File: config.mk
export PLATFORM = sky130hd
export DESIGN_NAME = mcs_ctrl_seq
export DESIGN_NICKNAME = d
export VERILOG_FILES = /design/src/rtl/mcs_pkg.sv /design/src/rtl/mcs_decode.sv /design/src/rtl/mcs_step_ctr.sv /design/src/rtl/mcs_ctrl_table.sv /design/src/rtl/mcs_ctrl_seq.sv
export SDC_FILE = /design/constraint.sdc
export NUM_CORES = 1
export LEC_CHECK = 0
export ABC_AREA = 0
export BUFFER_PORTS_ARGS = -buffer_cell sky130_fd_sc_hd__buf_2
export CELL_PAD_IN_SITES_DETAIL_PLACEMENT = 0
export CELL_PAD_IN_SITES_GLOBAL_PLACEMENT = 1
export CORE_MARGIN = 2
export CORE_UTILIZATION = 31
export DETAILED_ROUTE_END_ITERATION = 10
export HOLD_SLACK_MARGIN = 0.02
export PLACE_DENSITY_LB_ADDON = 0.1
export SYNTH_ARGS = -nofsm -noshare
export SYNTH_HDL_FRONTEND = slang
export SYNTH_SLANG_ARGS = --single-unit
File: constraint.sdc
create_clock -name clk -period 1.6 [get_ports clk]
set_input_delay 0.16 -clock clk [delete_from_list [all_inputs] [get_ports clk]]
set_output_delay 0.16 -clock clk [all_outputs]
set_load 0.01 [all_outputs]
File: src/rtl/mcs_pkg.sv
package mcs_pkg;

  localparam int OPC_W   = 6;
  localparam int STEP_W  = 3;
  localparam int ALUOP_W = 4;

  typedef enum logic [3:0] {
    CL_RTYPE, CL_IMM, CL_LD, CL_LDI, CL_ST, CL_STI, CL_BRT, CL_BRC, CL_BAD
  } op_class_e;

  typedef enum logic [ALUOP_W-1:0] {
    ALU_ADD = 4'd0, ALU_AND = 4'd1, ALU_OR = 4'd2,
    ALU_XOR = 4'd3, ALU_SUB = 4'd4, ALU_SLT = 4'd5
  } alu_op_e;

  typedef enum logic       { AA_REG = 1'b0, AA_PC = 1'b1 } alu_a_e;
  typedef enum logic [1:0] { AB_REG = 2'd0, AB_MDR = 2'd1, AB_ONE = 2'd2 } alu_b_e;
  typedef enum logic       { RW_C = 1'b0, RW_MDR = 1'b1 } rf_src_e;
  typedef enum logic       { PS_C = 1'b0, PS_A = 1'b1 } pc_src_e;
  typedef enum logic [1:0] { MA_PC = 2'd0, MA_C = 2'd1, MA_A = 2'd2 } maddr_e;
  typedef enum logic [1:0] { UZ_ALWAYS = 2'd0, UZ_IF_SET = 2'd1, UZ_IF_CLR = 2'd2 } usez_e;

  typedef struct packed {
    logic    a_we;
    logic    b_we;
    logic    c_we;
    logic    pc_we;
    logic    rf_we;
    logic    ir_we;
    logic    mdr_we;
    logic    mem_wr;
    alu_a_e  alu_a;
    alu_b_e  alu_b;
    rf_src_e rf_src;
    pc_src_e pc_src;
    maddr_e  maddr;
    usez_e   use_z;
    logic    rd1_zero;
    logic    wr_rt;
    alu_op_e alu_op;
  } ctrl_t;

  function automatic ctrl_t ctrl_idle();
    ctrl_t c;
    c = '0;
    return c;
  endfunction

  // ALU function from the low four opcode bits shared by register and immediate forms
  function automatic alu_op_e alu_from_func(input logic [3:0] f);
    case (f)
      4'b0001: return ALU_AND;
      4'b0010: return ALU_OR;
      4'b0011: return ALU_XOR;
      4'b1000: return ALU_SUB;
      4'b1100: return ALU_SLT;
      default: return ALU_ADD;
    endcase
  endfunction

  // Index of the final step for each class
  function automatic logic [STEP_W-1:0] final_step(input op_class_e c);
    case (c)
      CL_RTYPE, CL_LD, CL_BRT:  return STEP_W'(3);
      CL_IMM, CL_LDI, CL_STI:   return STEP_W'(4);
      CL_ST:                    return STEP_W'(2);
      CL_BRC:                   return STEP_W'(6);
      default:                  return STEP_W'(1);
    endcase
  endfunction

endpackage

File: src/rtl/mcs_decode.sv
module mcs_decode
  import mcs_pkg::*;
(
  input  logic [OPC_W-1:0]  opcode,
  output op_class_e         op_class,
  output alu_op_e           fn_op,
  output logic              z_when_set,
  output logic [STEP_W-1:0] last_step
);

  logic [1:0] quad;
  logic [3:0] low;
  logic       r_ok;
  logic       i_ok;

  assign quad = opcode[OPC_W-1 -: 2];
  assign low  = opcode[3:0];

  assign r_ok = (low inside {4'b0000, 4'b0001, 4'b0010, 4'b0011, 4'b1000, 4'b1100});
  assign i_ok = (low inside {4'b0000, 4'b0001, 4'b0010, 4'b0011, 4'b1000});

  always_comb begin
    op_class = CL_BAD;
    case (quad)
      2'b00: if (r_ok) op_class = CL_RTYPE;
      2'b01: if (i_ok) op_class = CL_IMM;
      2'b10: begin
        if (low[3:2] == 2'b00) begin
          case (low[1:0])
            2'b00:   op_class = CL_LD;
            2'b01:   op_class = CL_LDI;
            2'b10:   op_class = CL_ST;
            default: op_class = CL_STI;
          endcase
        end
      end
      default: begin
        if (!low[3] && !low[1])
          op_class = low[2] ? CL_BRC : CL_BRT;
      end
    endcase
  end

  assign fn_op      = alu_from_func(low);
  // bf and beq write the PC when the zero flag is set; bt and bne when it is clear
  assign z_when_set = opcode[0] ^ opcode[2];
  assign last_step  = final_step(op_class);

endmodule

File: src/rtl/mcs_step_ctr.sv
module mcs_step_ctr
  import mcs_pkg::*;
(
  input  logic              clk,
  input  logic              rst_n,
  input  logic [STEP_W-1:0] last_step,
  output logic [STEP_W-1:0] step,
  output logic              wrap
);

  assign wrap = (step == last_step);

  always_ff @(posedge clk or negedge rst_n) begin
    if (!rst_n)    step <= '0;
    else if (wrap) step <= '0;
    else           step <= step + 1'b1;
  end

endmodule

File: src/rtl/mcs_ctrl_table.sv
module mcs_ctrl_table
  import mcs_pkg::*;
(
  input  logic [STEP_W-1:0] step,
  input  op_class_e         op_class,
  input  alu_op_e           fn_op,
  input  logic              z_when_set,
  output ctrl_t             ctrl
);

  usez_e cond;
  assign cond = z_when_set ? UZ_IF_SET : UZ_IF_CLR;

  always_comb begin
    ctrl = ctrl_idle();
    case (step)
      STEP_W'(0): begin
        ctrl.ir_we  = 1'b1;
        ctrl.c_we   = 1'b1;
        ctrl.alu_a  = AA_PC;
        ctrl.alu_b  = AB_ONE;
        ctrl.alu_op = ALU_ADD;
        ctrl.maddr  = MA_PC;
      end
      STEP_W'(1): begin
        ctrl.pc_we  = 1'b1;
        ctrl.pc_src = PS_C;
        case (op_class)
          CL_RTYPE, CL_ST: begin
            ctrl.a_we = 1'b1;
            ctrl.b_we = 1'b1;
          end
          CL_IMM, CL_LDI, CL_STI: begin
            ctrl.a_we   = 1'b1;
            ctrl.mdr_we = 1'b1;
            ctrl.maddr  = MA_C;
          end
          CL_LD: ctrl.a_we = 1'b1;
          CL_BRT: begin
            ctrl.a_we     = 1'b1;
            ctrl.b_we     = 1'b1;
            ctrl.rd1_zero = 1'b1;
          end
          CL_BRC: begin
            ctrl.a_we   = 1'b1;
            ctrl.b_we   = 1'b1;
            ctrl.mdr_we = 1'b1;
            ctrl.maddr  = MA_C;
          end
          default: ;
        endcase
      end
      STEP_W'(2): begin
        case (op_class)
          CL_RTYPE: begin
            ctrl.c_we   = 1'b1;
            ctrl.alu_op = fn_op;
          end
          CL_IMM: begin
            ctrl.c_we   = 1'b1;
            ctrl.alu_b  = AB_MDR;
            ctrl.alu_op = fn_op;
          end
          CL_LD: begin
            ctrl.mdr_we = 1'b1;
            ctrl.maddr  = MA_A;
          end
          CL_LDI: begin
            ctrl.c_we  = 1'b1;
            ctrl.alu_b = AB_MDR;
          end
          CL_ST: begin
            ctrl.mem_wr = 1'b1;
            ctrl.maddr  = MA_A;
          end
          CL_STI: begin
            ctrl.c_we  = 1'b1;
            ctrl.b_we  = 1'b1;
            ctrl.alu_b = AB_MDR;
          end
          CL_BRT: begin
            ctrl.a_we   = 1'b1;
            ctrl.alu_op = ALU_SUB;
          end
          CL_BRC: begin
            ctrl.c_we  = 1'b1;
            ctrl.alu_a = AA_PC;
            ctrl.alu_b = AB_ONE;
          end
          default: ;
        endcase
      end
      STEP_W'(3): begin
        case (op_class)
          CL_RTYPE: ctrl.rf_we = 1'b1;
          CL_IMM: begin
            ctrl.rf_we = 1'b1;
            ctrl.wr_rt = 1'b1;
            ctrl.c_we  = 1'b1;
            ctrl.alu_a = AA_PC;
            ctrl.alu_b = AB_ONE;
          end
          CL_LD: begin
            ctrl.rf_we  = 1'b1;
            ctrl.wr_rt  = 1'b1;
            ctrl.rf_src = RW_MDR;
          end
          CL_LDI: begin
            ctrl.c_we   = 1'b1;
            ctrl.alu_a  = AA_PC;
            ctrl.alu_b  = AB_ONE;
            ctrl.mdr_we = 1'b1;
            ctrl.maddr  = MA_C;
          end
          CL_STI: begin
            ctrl.mem_wr = 1'b1;
            ctrl.maddr  = MA_C;
            ctrl.c_we   = 1'b1;
            ctrl.alu_a  = AA_PC;
            ctrl.alu_b  = AB_ONE;
          end
          CL_BRT: begin
            ctrl.pc_we  = 1'b1;
            ctrl.pc_src = PS_A;
            ctrl.use_z  = cond;
          end
          CL_BRC: ctrl.pc_we = 1'b1;
          default: ;
        endcase
      end
      STEP_W'(4): begin
        case (op_class)
          CL_IMM, CL_STI: ctrl.pc_we = 1'b1;
          CL_LDI: begin
            ctrl.rf_we  = 1'b1;
            ctrl.wr_rt  = 1'b1;
            ctrl.rf_src = RW_MDR;
            ctrl.pc_we  = 1'b1;
          end
          CL_BRC: begin
            ctrl.c_we  = 1'b1;
            ctrl.alu_a = AA_PC;
            ctrl.alu_b = AB_MDR;
          end
          default: ;
        endcase
      end
      STEP_W'(5): begin
        if (op_class == CL_BRC) ctrl.alu_op = ALU_SUB;
      end
      STEP_W'(6): begin
        if (op_class == CL_BRC) begin
          ctrl.pc_we = 1'b1;
          ctrl.use_z = cond;
        end
      end
      default: ;
    endcase
  end

endmodule

File: src/rtl/mcs_ctrl_seq.sv
module mcs_ctrl_seq
  import mcs_pkg::*;
(
  input  logic                clk,
  input  logic                rst_n,
  input  logic [OPC_W-1:0]    opcode,
  output logic [STEP_W-1:0]   step,
  output logic                a_we,
  output logic                b_we,
  output logic                c_we,
  output logic                pc_we,
  output logic                rf_we,
  output logic                ir_we,
  output logic                mdr_we,
  output logic                mem_wr,
  output logic                alu_a_sel,
  output logic [1:0]          alu_b_sel,
  output logic                rf_wsel,
  output logic                pc_sel,
  output logic [1:0]          maddr_sel,
  output logic [1:0]          use_z,
  output logic                rd1_zero,
  output logic                wr_rt,
  output logic [ALUOP_W-1:0]  alu_op
);

  op_class_e         op_class;
  alu_op_e           fn_op;
  logic              z_when_set;
  logic [STEP_W-1:0] last_step;
  logic              wrap;
  ctrl_t             ctrl;

  mcs_decode u_decode (
    .opcode     (opcode),
    .op_class   (op_class),
    .fn_op      (fn_op),
    .z_when_set (z_when_set),
    .last_step  (last_step)
  );

  mcs_step_ctr u_step (
    .clk       (clk),
    .rst_n     (rst_n),
    .last_step (last_step),
    .step      (step),
    .wrap      (wrap)
  );

  mcs_ctrl_table u_table (
    .step       (step),
    .op_class   (op_class),
    .fn_op      (fn_op),
    .z_when_set (z_when_set),
    .ctrl       (ctrl)
  );

  assign a_we      = ctrl.a_we;
  assign b_we      = ctrl.b_we;
  assign c_we      = ctrl.c_we;
  assign pc_we     = ctrl.pc_we;
  assign rf_we     = ctrl.rf_we;
  assign ir_we     = ctrl.ir_we;
  assign mdr_we    = ctrl.mdr_we;
  assign mem_wr    = ctrl.mem_wr;
  assign alu_a_sel = ctrl.alu_a;
  assign alu_b_sel = ctrl.alu_b;
  assign rf_wsel   = ctrl.rf_src;
  assign pc_sel    = ctrl.pc_src;
  assign maddr_sel = ctrl.maddr;
  assign use_z     = ctrl.use_z;
  assign rd1_zero  = ctrl.rd1_zero;
  assign wr_rt     = ctrl.wr_rt;
  assign alu_op    = ctrl.alu_op;

  // the fetch step loads IR and C from PC, never writes memory or PC
  a_r1_fetch_step: assert property (@(posedge clk) disable iff (!rst_n)
    (step == '0) |-> (ir_we && c_we && maddr_sel == MA_PC && !mem_wr && !pc_we));

  // the instruction latch is only loaded during fetch
  a_r1_ir_only_fetch: assert property (@(posedge clk) disable iff (!rst_n)
    ir_we |-> (step == '0));

  // step 1 always moves C into the PC unconditionally
  a_r2_step1_pc: assert property (@(posedge clk) disable iff (!rst_n)
    (step == STEP_W'(1)) |-> (pc_we && pc_sel == PS_C && use_z == UZ_ALWAYS));

  // memory writes only for store classes and never at the PC address
  a_r6_store_only: assert property (@(posedge clk) disable iff (!rst_n)
    mem_wr |-> ((op_class == CL_ST || op_class == CL_STI) && maddr_sel != MA_PC));

  // a conditional PC write is a branch-class PC write
  a_r7_cond_branch: assert property (@(posedge clk) disable iff (!rst_n)
    (use_z != UZ_ALWAYS) |-> (pc_we && (op_class == CL_BRT || op_class == CL_BRC)));

  // an unknown opcode returns to fetch after step 1
  a_r9_bad_restart: assert property (@(posedge clk) disable iff (!rst_n)
    (step == STEP_W'(1) && op_class == CL_BAD) |=> (step == '0));

  // the step counter stays within the longest schedule
  a_r12_step_bound: assert property (@(posedge clk) disable iff (!rst_n)
    step <= STEP_W'(6));

  // the step after a final step is fetch
  a_r12_wrap_fetch: assert property (@(posedge clk) disable iff (!rst_n)
    wrap |=> ir_we);

endmodule

==> metrics.md, run 1 <==
| Metric | Value |
|---|---|
| Failing checks | negative setup slack |
| Die Span X | 59.28 µm |
| Post-synthesis register bit count | 3 |
| WL/cell | 14.65 µm |
| Core ar. | 2978 µm² |
| Largest buffer count on any clock path | 2 |
| Full die area | 3514 µm² |
| Syn_area_per_cell | 6.863 µm² |
| Max reg flops | 3 |
| Largest net degree at the start of global routing | 18 |
| Startpoint Class | flip-flop |
| DP HPWL | 2757 µm |
| Placed Area | 1419 µm² |
| Status | finished, violations left |
| Routed Antenna Nets | 0 |
| Number of enable flip-flop cells after synthesis | 0 |
| Most common flop cell mapped by yosys | dfrtp_1 |
| Sw power | 950.7 µW |
| Crit path cell chain | buf_6 -> ha_4 -> a22o_1 -> a32o_2 -> and3_4 -> buf_6 |
| Tcrit/Tclk final | 114.6% |
| Mapped cell area | 947.2 µm² |
| Max VDD drop | 1.044 mV |
| Ys Warns | 0 |
| Top Registers | u_step.step (3) |
| Via density | 5.506 |
| Achievable Freq | 0.5455 GHz |
| Most numerous cell in the Yosys netlist | nor2_1 |
| Critical path data arrival time | 1.67 ns |
| Internal power | 1.085 mW |
| Fraction of registers with async set/reset | 100.0% |
| CTS H-tree depth | 1 |
| Number of buffers added on ports | 32 |
| Post-Route WL | 3559 µm |
| CTS tree | yes |
| Row count | 20 |
| Initial antenna violation count | 0 |
| Vias | 1338 |
| Initial core utilization | 31.81% |
| Hold WC Path Type | input pin to asynchronous set/reset pin |
| Synth top area share | 7.926% |
| Combinational power share | 84.6% |
| Die H | 59.28 µm |
| Top cells by count, synth | nor2_1 (17), nand2_1 (10), nor2b_1 (7) |
| Starting DRT DRC Count | 42 |
| Reg2reg setup slack | 0.17 ns |
| Root Driver | clkbuf_4 |
| CTS sink count | 3 |
| Critical path required time | 1.44 ns |
| Netlist cell types | 52 |
| FF-to-FF End | u_step.step[1] |
| Leakage | 0.7659 nW |
| Vias in the first global route | 1330 |
| Drt first pass iters | 5 |
| Post-route cell area | 1652 µm² |
| RSZ-0062 raised after global routing | yes |
| Num CTS Buffers | 3 |
| Nets | 224 |
| Syn Nets | 151 |
| Drc violations | 0 |
| Clock Pin Slew Worst Setup and Hold Paths | 0.04 ns |
| R2R cell count | 7 |
| Total gr overflow | 0 |
| Crit path max fanout | 5 |
| Max_cap viols | 0 |
| Critical path's most frequent cell | buf_6 |
| Area contributors post-synth | dfrtp_1 (7.9%), nor2_1 (6.7%), ha_1 (6.6%) |
| Clock share of power | 6.4% |
| Seq/Total Area, Yosys | 7.926% |
| Post-Syn Instances | 138 |
| PD cells | 1233 nW/µm² |
| Worst-path cell with the longest stage delay | dfrtp_2 |
| Area Growth Syn to Fin | 74.37% |
| Total track usage | 21.31% |
| Layout cells sized above 1 | 55.24% |
| Crit Path Category | flip-flop to output pin |
| Biggest register | u_step.step |
| Clock skew | 0.0001095 ns |
| Sequential fraction of design power | 9.0% |
| Clk_lat worst skew | 0.23 ns |
| IO Pins | 34 |
| CP Capture Type | output pin |
| Setup-failing EPs final | 20 |
| Reg2reg start | u_step.step[0] |
| Largest area contributor in the netlist | dfrtp_1 |
| Fin crit period | 1.833 ns |
| Final setup TNS | -3.000 ns |
| Final Hold Fails | 0 |
| Final count of pins violating max slew | 0 |
| Worst path max stage delay | 0.45 ns |
| First-pass GRT wire length | 5871 µm |
| Fin Hold WS | 0.2547 ns |
| Sw frac | 46.69% |
| PnR worst setup slack | -0.2331 ns |
| Antenna diodes | 0 |
| RePlAce Congestion | 0.8903 |
-- power groups by stage --
stage	sequential (mW)	combinational (mW)	clock, mW
3_3_place_gp	0.159	1.37	0
2_1_floorplan	0.176	0.807	0
3_5_place_dp	0.160	1.39	0
6_report	0.182	1.72	0.131
5_1_grt	0.188	1.87	0.144
4_1_cts	0.172	1.62	0.137
-- worst max-delay path: cells and delay by family (launching register included) --
kind                       cells  cell delay (ns)
DFF                            1             0.45
adders and majority gates      1             0.17
buffers and inverters          2             0.25
and+or+nand+nor                1             0.15
AOI/OAI and AO/OA              2             0.43
-- layer usage --
metal | routed length, µm | track usage (%) | share of wire, %
met3 | 119 | 1.310 | 3.3
met4 | 59 | 7.468 | 1.7
met2 | 1830 | 37.83 | 51
met5 | 0 | 0 | 0
met1 | 1550 | 26.91 | 44
-- cell type report --
cell class                      count  area [µm²]
Sequential cell                     3       77.57
Inverter                            6       25.02
Multi-Input combinational cell    116       920.9
Tap cell                           33       41.29
Timing Repair Buffer               81       560.5
Fill cell                         293        1326
Clock buffer                        4       26.28
-- timing repair --
item	in CTS	in global routing
gates resized for setup	28	11
endpoints found under the setup margin	21	23
pin swaps	10	8
setup buffers	2	3
hold endpoints to repair	3	0
hold buffers	1	0
-- cell usage in the layout, fill, tap and decap left out, types with 4 or more instances in the layout --
master   netlist  layout
buf_4          5      45
ha_4           0       5
o21ai_1        2       5
o31ai_1        4       4
buf_2          2      29
a21oi_1        6       6
inv_1          6       4
nor2b_1        7       5
nor2_1        17      15
buf_6          0       6
nand3_1        6       6
nand2_1       10       8
-- how the worst max path moves through the flow --
stage                    from              to  cells after the start
5_1_grt        u_step.step[1]        use_z[0]                      6
3_3_place_gp        opcode[4]    maddr_sel[0]                      6
2_1_floorplan  u_step.step[2]           wr_rt                      7
6_report       u_step.step[1]        use_z[0]                      6
4_1_cts        u_step.step[1]        use_z[0]                      6
3_5_place_dp        opcode[2]  u_step.step[1]                      8
-- through the flow --
step                utilization [%]  worst slack, ns  total power, mW  std cells
global route                  55.46          -0.2872            2.206        243
global placement              47.65          -0.1813            1.532        233
floorplan                         -         -0.04138           0.9834        138
finish                        55.46          -0.2331            2.036        243
detailed placement            47.65          -0.2276            1.550        233
CTS                           53.03          -0.2410            1.934        240
-- cells by family after synthesis --
family / count (synthesis) / synth area share (%)
and+or+nand+nor: 60 / 34.74
xor gates and xnor gates: 2 / 1.850
adders and majority gates: 5 / 6.605
other: 1 / 0.3959
AOI/OAI and AO/OA: 47 / 37.52
DFF: 3 / 7.926
buffers and inverters: 19 / 9.908
muxes: 1 / 1.057
Power figures use the tool's default switching activity.
==> run 2, diff against run 1 <==
--- a/config.mk
+++ b/config.mk
@@ -16,4 +16,5 @@
 export PLACE_DENSITY_LB_ADDON = 0.1
 export SYNTH_ARGS = -nofsm -noshare
 export SYNTH_HDL_FRONTEND = slang
+export SYNTH_HIERARCHICAL = 1
 export SYNTH_SLANG_ARGS = --single-unit
==> run 2 against run 1 <==
The flow still finishes with violations (negative setup slack); via count down 6.5%; synthesized cell count down 5.8%; non-clock buffer count down 8; clock power about the same; critical path type is now input pin to output pin; final cell count down 6.2%; utilization up 1.8 points; combinational power down 17%; largest power group unchanged; wire length down 7.3%; synthesized area up 1.3%.
==> metrics.md, run 2 <==
| Metric | Value |
|---|---|
| Status | finished, violations left (unchanged) |
| Failing checks | negative setup slack (unchanged) |
| Fillers | 292 (was 293) |
| Total gr overflow | 0 (unchanged) |
| Hold WC Path Type | input pin to asynchronous set/reset pin (unchanged) |
| Buf+Inv Stages, Crit Path | 3 (was 2) |
| Final setup TNS | -2.912 ns (was -3.000 ns) |
| Num CTS Buffers | 3 (unchanged) |
| Worst path max stage delay | 0.36 ns (was 0.45 ns) |
| Starting DRT DRC Count | 71 (was 42) |
| Mapped cell area | 959.7 µm² (was 947.2 µm²) |
| Routed Antenna Nets | 0 (unchanged) |
| Placed Area | 1398 µm² (was 1419 µm²) |
| Post-Syn Instances | 130 (was 138) |
| Sw power | 840.0 µW (was 950.7 µW) |
| Nets | 205 (was 224) |
| Core ar. | 3003 µm² (was 2978 µm²) |
| Delay-heaviest family, CP | simple AND/OR/NAND/NOR gates (was flip-flops) |
| Largest net degree at the start of global routing | 15 (was 18) |
| Crit Path Category | input pin to output pin (was flip-flop to output pin) |
| WL/cell | 14.46 µm (was 14.65 µm) |
| Startpoint Class | input pin (was flip-flop) |
| Drc violations | 0 (unchanged) |
| CTS tree | yes (unchanged) |
| First-pass GRT wire length | 5292 µm (was 5871 µm) |
| Clock skew | 0.0005742 ns (was 0.0001095 ns) |
| IO Pins | 34 (unchanged) |
| Via density | 5.487 (was 5.506) |
| Die H | 59.64 µm (was 59.28 µm) |
| Vias in the first global route | 1183 (was 1330) |
| Combinational power share | 81.9% (was 84.6%) |
| Worst-path cell with the longest stage delay | maj3_2 (was dfrtp_2) |
| Inst Count DP | 217 (was 233) |
| PnR worst setup slack | -0.2247 ns (was -0.2331 ns) |
| Max_cap viols | 0 (unchanged) |
| Clk_lat worst skew | 0.22 ns (was 0.23 ns) |
| Max reg flops | 3 (unchanged) |
| Full die area | 3557 µm² (was 3514 µm²) |
| RSZ-0062 raised after global routing | yes (unchanged) |
| Setup-failing EPs final | 21 (was 20) |
| RePlAce Congestion | 0.7813 (was 0.8903) |
| Sw frac | 48.02% (was 46.69%) |
| Most common cell after layout, fill and taps aside | buf_4 (unchanged) |
| Top Registers | u_step/step (3) (was u_step.step (3)) |
| Max VDD drop | 0.3842 mV (was 1.044 mV) |
| Achievable Freq | 0.5480 GHz (was 0.5455 GHz) |
| Syn_area_per_cell | 7.382 µm² (was 6.863 µm²) |
| Sequential fraction of design power | 10.7% (was 9.0%) |
| Row count | 20 (unchanged) |
| Biggest register | u_step/step (was u_step.step) |
| Largest buffer count on any clock path | 2 (unchanged) |
| Area Growth Syn to Fin | 79.27% (was 74.37%) |
| Initial core utilization | 31.96% (was 31.81%) |
| Number of buffers added on ports | 32 (unchanged) |
| Commonest non-fill, non-tap cells in the layout | buf_4 (33), buf_2 (25), buf_6 (12), nand2_1 (7) (was buf_4 (45), buf_2 (29), nor2_1 (15), nand2_1 (8)) |
| Total track usage | 18.71% (was 21.31%) |
| Crit path cell chain | buf_12 -> buf_6 -> nor4_4 -> o31ai_4 -> nand2_4 -> nand4b_1 -> maj3_2 -> o22ai_2 -> buf_2 (was buf_6 -> ha_4 -> a22o_1 -> a32o_2 -> and3_4 -> buf_6) |
| Fin crit period | 1.825 ns (was 1.833 ns) |
| CTS H-tree depth | 1 (unchanged) |
| Drt first pass iters | 4 (was 5) |
| Post-Route WL | 3298 µm (was 3559 µm) |
| Ys Warns | 6 (was 0) |
| Final Hold Fails | 0 (unchanged) |
| Die Span X | 59.64 µm (was 59.28 µm) |
| Post-route cell area | 1720 µm² (was 1652 µm²) |
| Layout cells sized above 1 | 63.08% (was 55.24%) |
| Finished Layout Cells | 228 (was 243) |
| Initial antenna violation count | 0 (unchanged) |
| Leakage | 0.7729 nW (was 0.7659 nW) |
| DP HPWL | 2423 µm (was 2757 µm) |
| CP Capture Type | output pin (unchanged) |
| PD cells | 1017 nW/µm² (was 1233 nW/µm²) |
| Crit path max fanout | 6 (was 5) |
| CTS sink count | 3 (unchanged) |
| Critical path required time | 1.44 ns (about the same) |
| Vias | 1251 (was 1338) |
| Critical path data arrival time | 1.66 ns (was 1.67 ns) |
| Final count of pins violating max slew | 0 (unchanged) |
| Clock Pin Slew Worst Setup and Hold Paths | 0.04 ns (about the same) |
| Clock share of power | 7.4% (was 6.4%) |
| Tcrit/Tclk final | 114.0% (was 114.6%) |
| Syn Nets | 139 (was 151) |
| Antenna diodes | 0 (unchanged) |
| Internal power | 909.3 µW (was 1.085 mW) |
| Root Driver | clkbuf_4 (unchanged) |
-- run 2: through the flow --
step / power [mW] / hold WS [ns] / util (%) / setup WS, ns
2_1_floorplan: 0.9803 / -0.1356 / - / -0.06152
3_3_place_gp: 1.413 / -0.04672 / 46.54 / -0.2667
3_5_place_dp: 1.429 / -0.04346 / 46.54 / -0.3044
4_1_cts: 1.680 / 0.2598 / 54.29 / -0.2661
5_1_grt: 1.881 / 0.2797 / 57.29 / -0.2887
6_report: 1.749 / 0.2599 / 57.29 / -0.2247
-- run 2: per-layer routing --
metal | share of wire, % | GRT usage, % | vias to the layer above
li1 | - | - | 606
met5 | 0 | 0 | -
met4 | 2.0 | 4.762 | 0
met2 | 53 | 33.70 | 35
met1 | 42 | 24.44 | 604
met3 | 3.4 | 0.2183 | 6
-- run 2: worst reg2reg max path: stages, from the launching register on --
cell and delay, ns:
dfrtp_2 0.45, buf_4 0.19, ha_1 0.19, xnor2_1 0.17, a31oi_1 0.06
-- run 2: final cells by class --
class / count / area [µm²] / area share [%]
clock buffers: 4 / 26.28 / 1.527
multi-input cells: 112 / 1006 / 58.47
repair buffers: 73 / 558.0 / 32.44
well taps: 33 / 41.29 / 2.400
flip-flops and latches: 3 / 77.57 / 4.509
inverters: 3 / 11.26 / 0.6545
-- run 2: timing repair --
item / in CTS / in global routing
cloned: 1 / 0
setup buffers: 4 / 1
hold buffers: 1 / 0
hold endpoints to repair: 3 / 0
pin swaps: 18 / 6
setup endpoints to repair: 21 / 21
gates resized for setup: 41 / 19
-- run 2: worst paths after layout --
kind | startpoint | endpoint | slack (ns) | cells past startpoint
max | opcode[2] | alu_a_sel | -0.22 | 9
min reg2reg | u_step/step[0] | u_step/step[0] | 0.64 | 2
min | rst_n | u_step/step[2] | 0.26 | 2
max reg2reg | u_step/step[1] | u_step/step[2] | 0.41 | 4
max in group asynchronous | rst_n | u_step/step[1] | 1.22 | 2
min in group clk | opcode[5] | u_step/step[2] | 0.60 | 6
-- run 2: power by group through the flow --
stage	Sequential [mW]	Combinational, mW	Clock [mW]
after detailed placement	0.176	1.25	0
after global placement	0.177	1.24	0
final	0.187	1.43	0.129
after CTS	0.184	1.36	0.131
after floorplan	0.204	0.776	0
after global routing	0.191	1.56	0.135
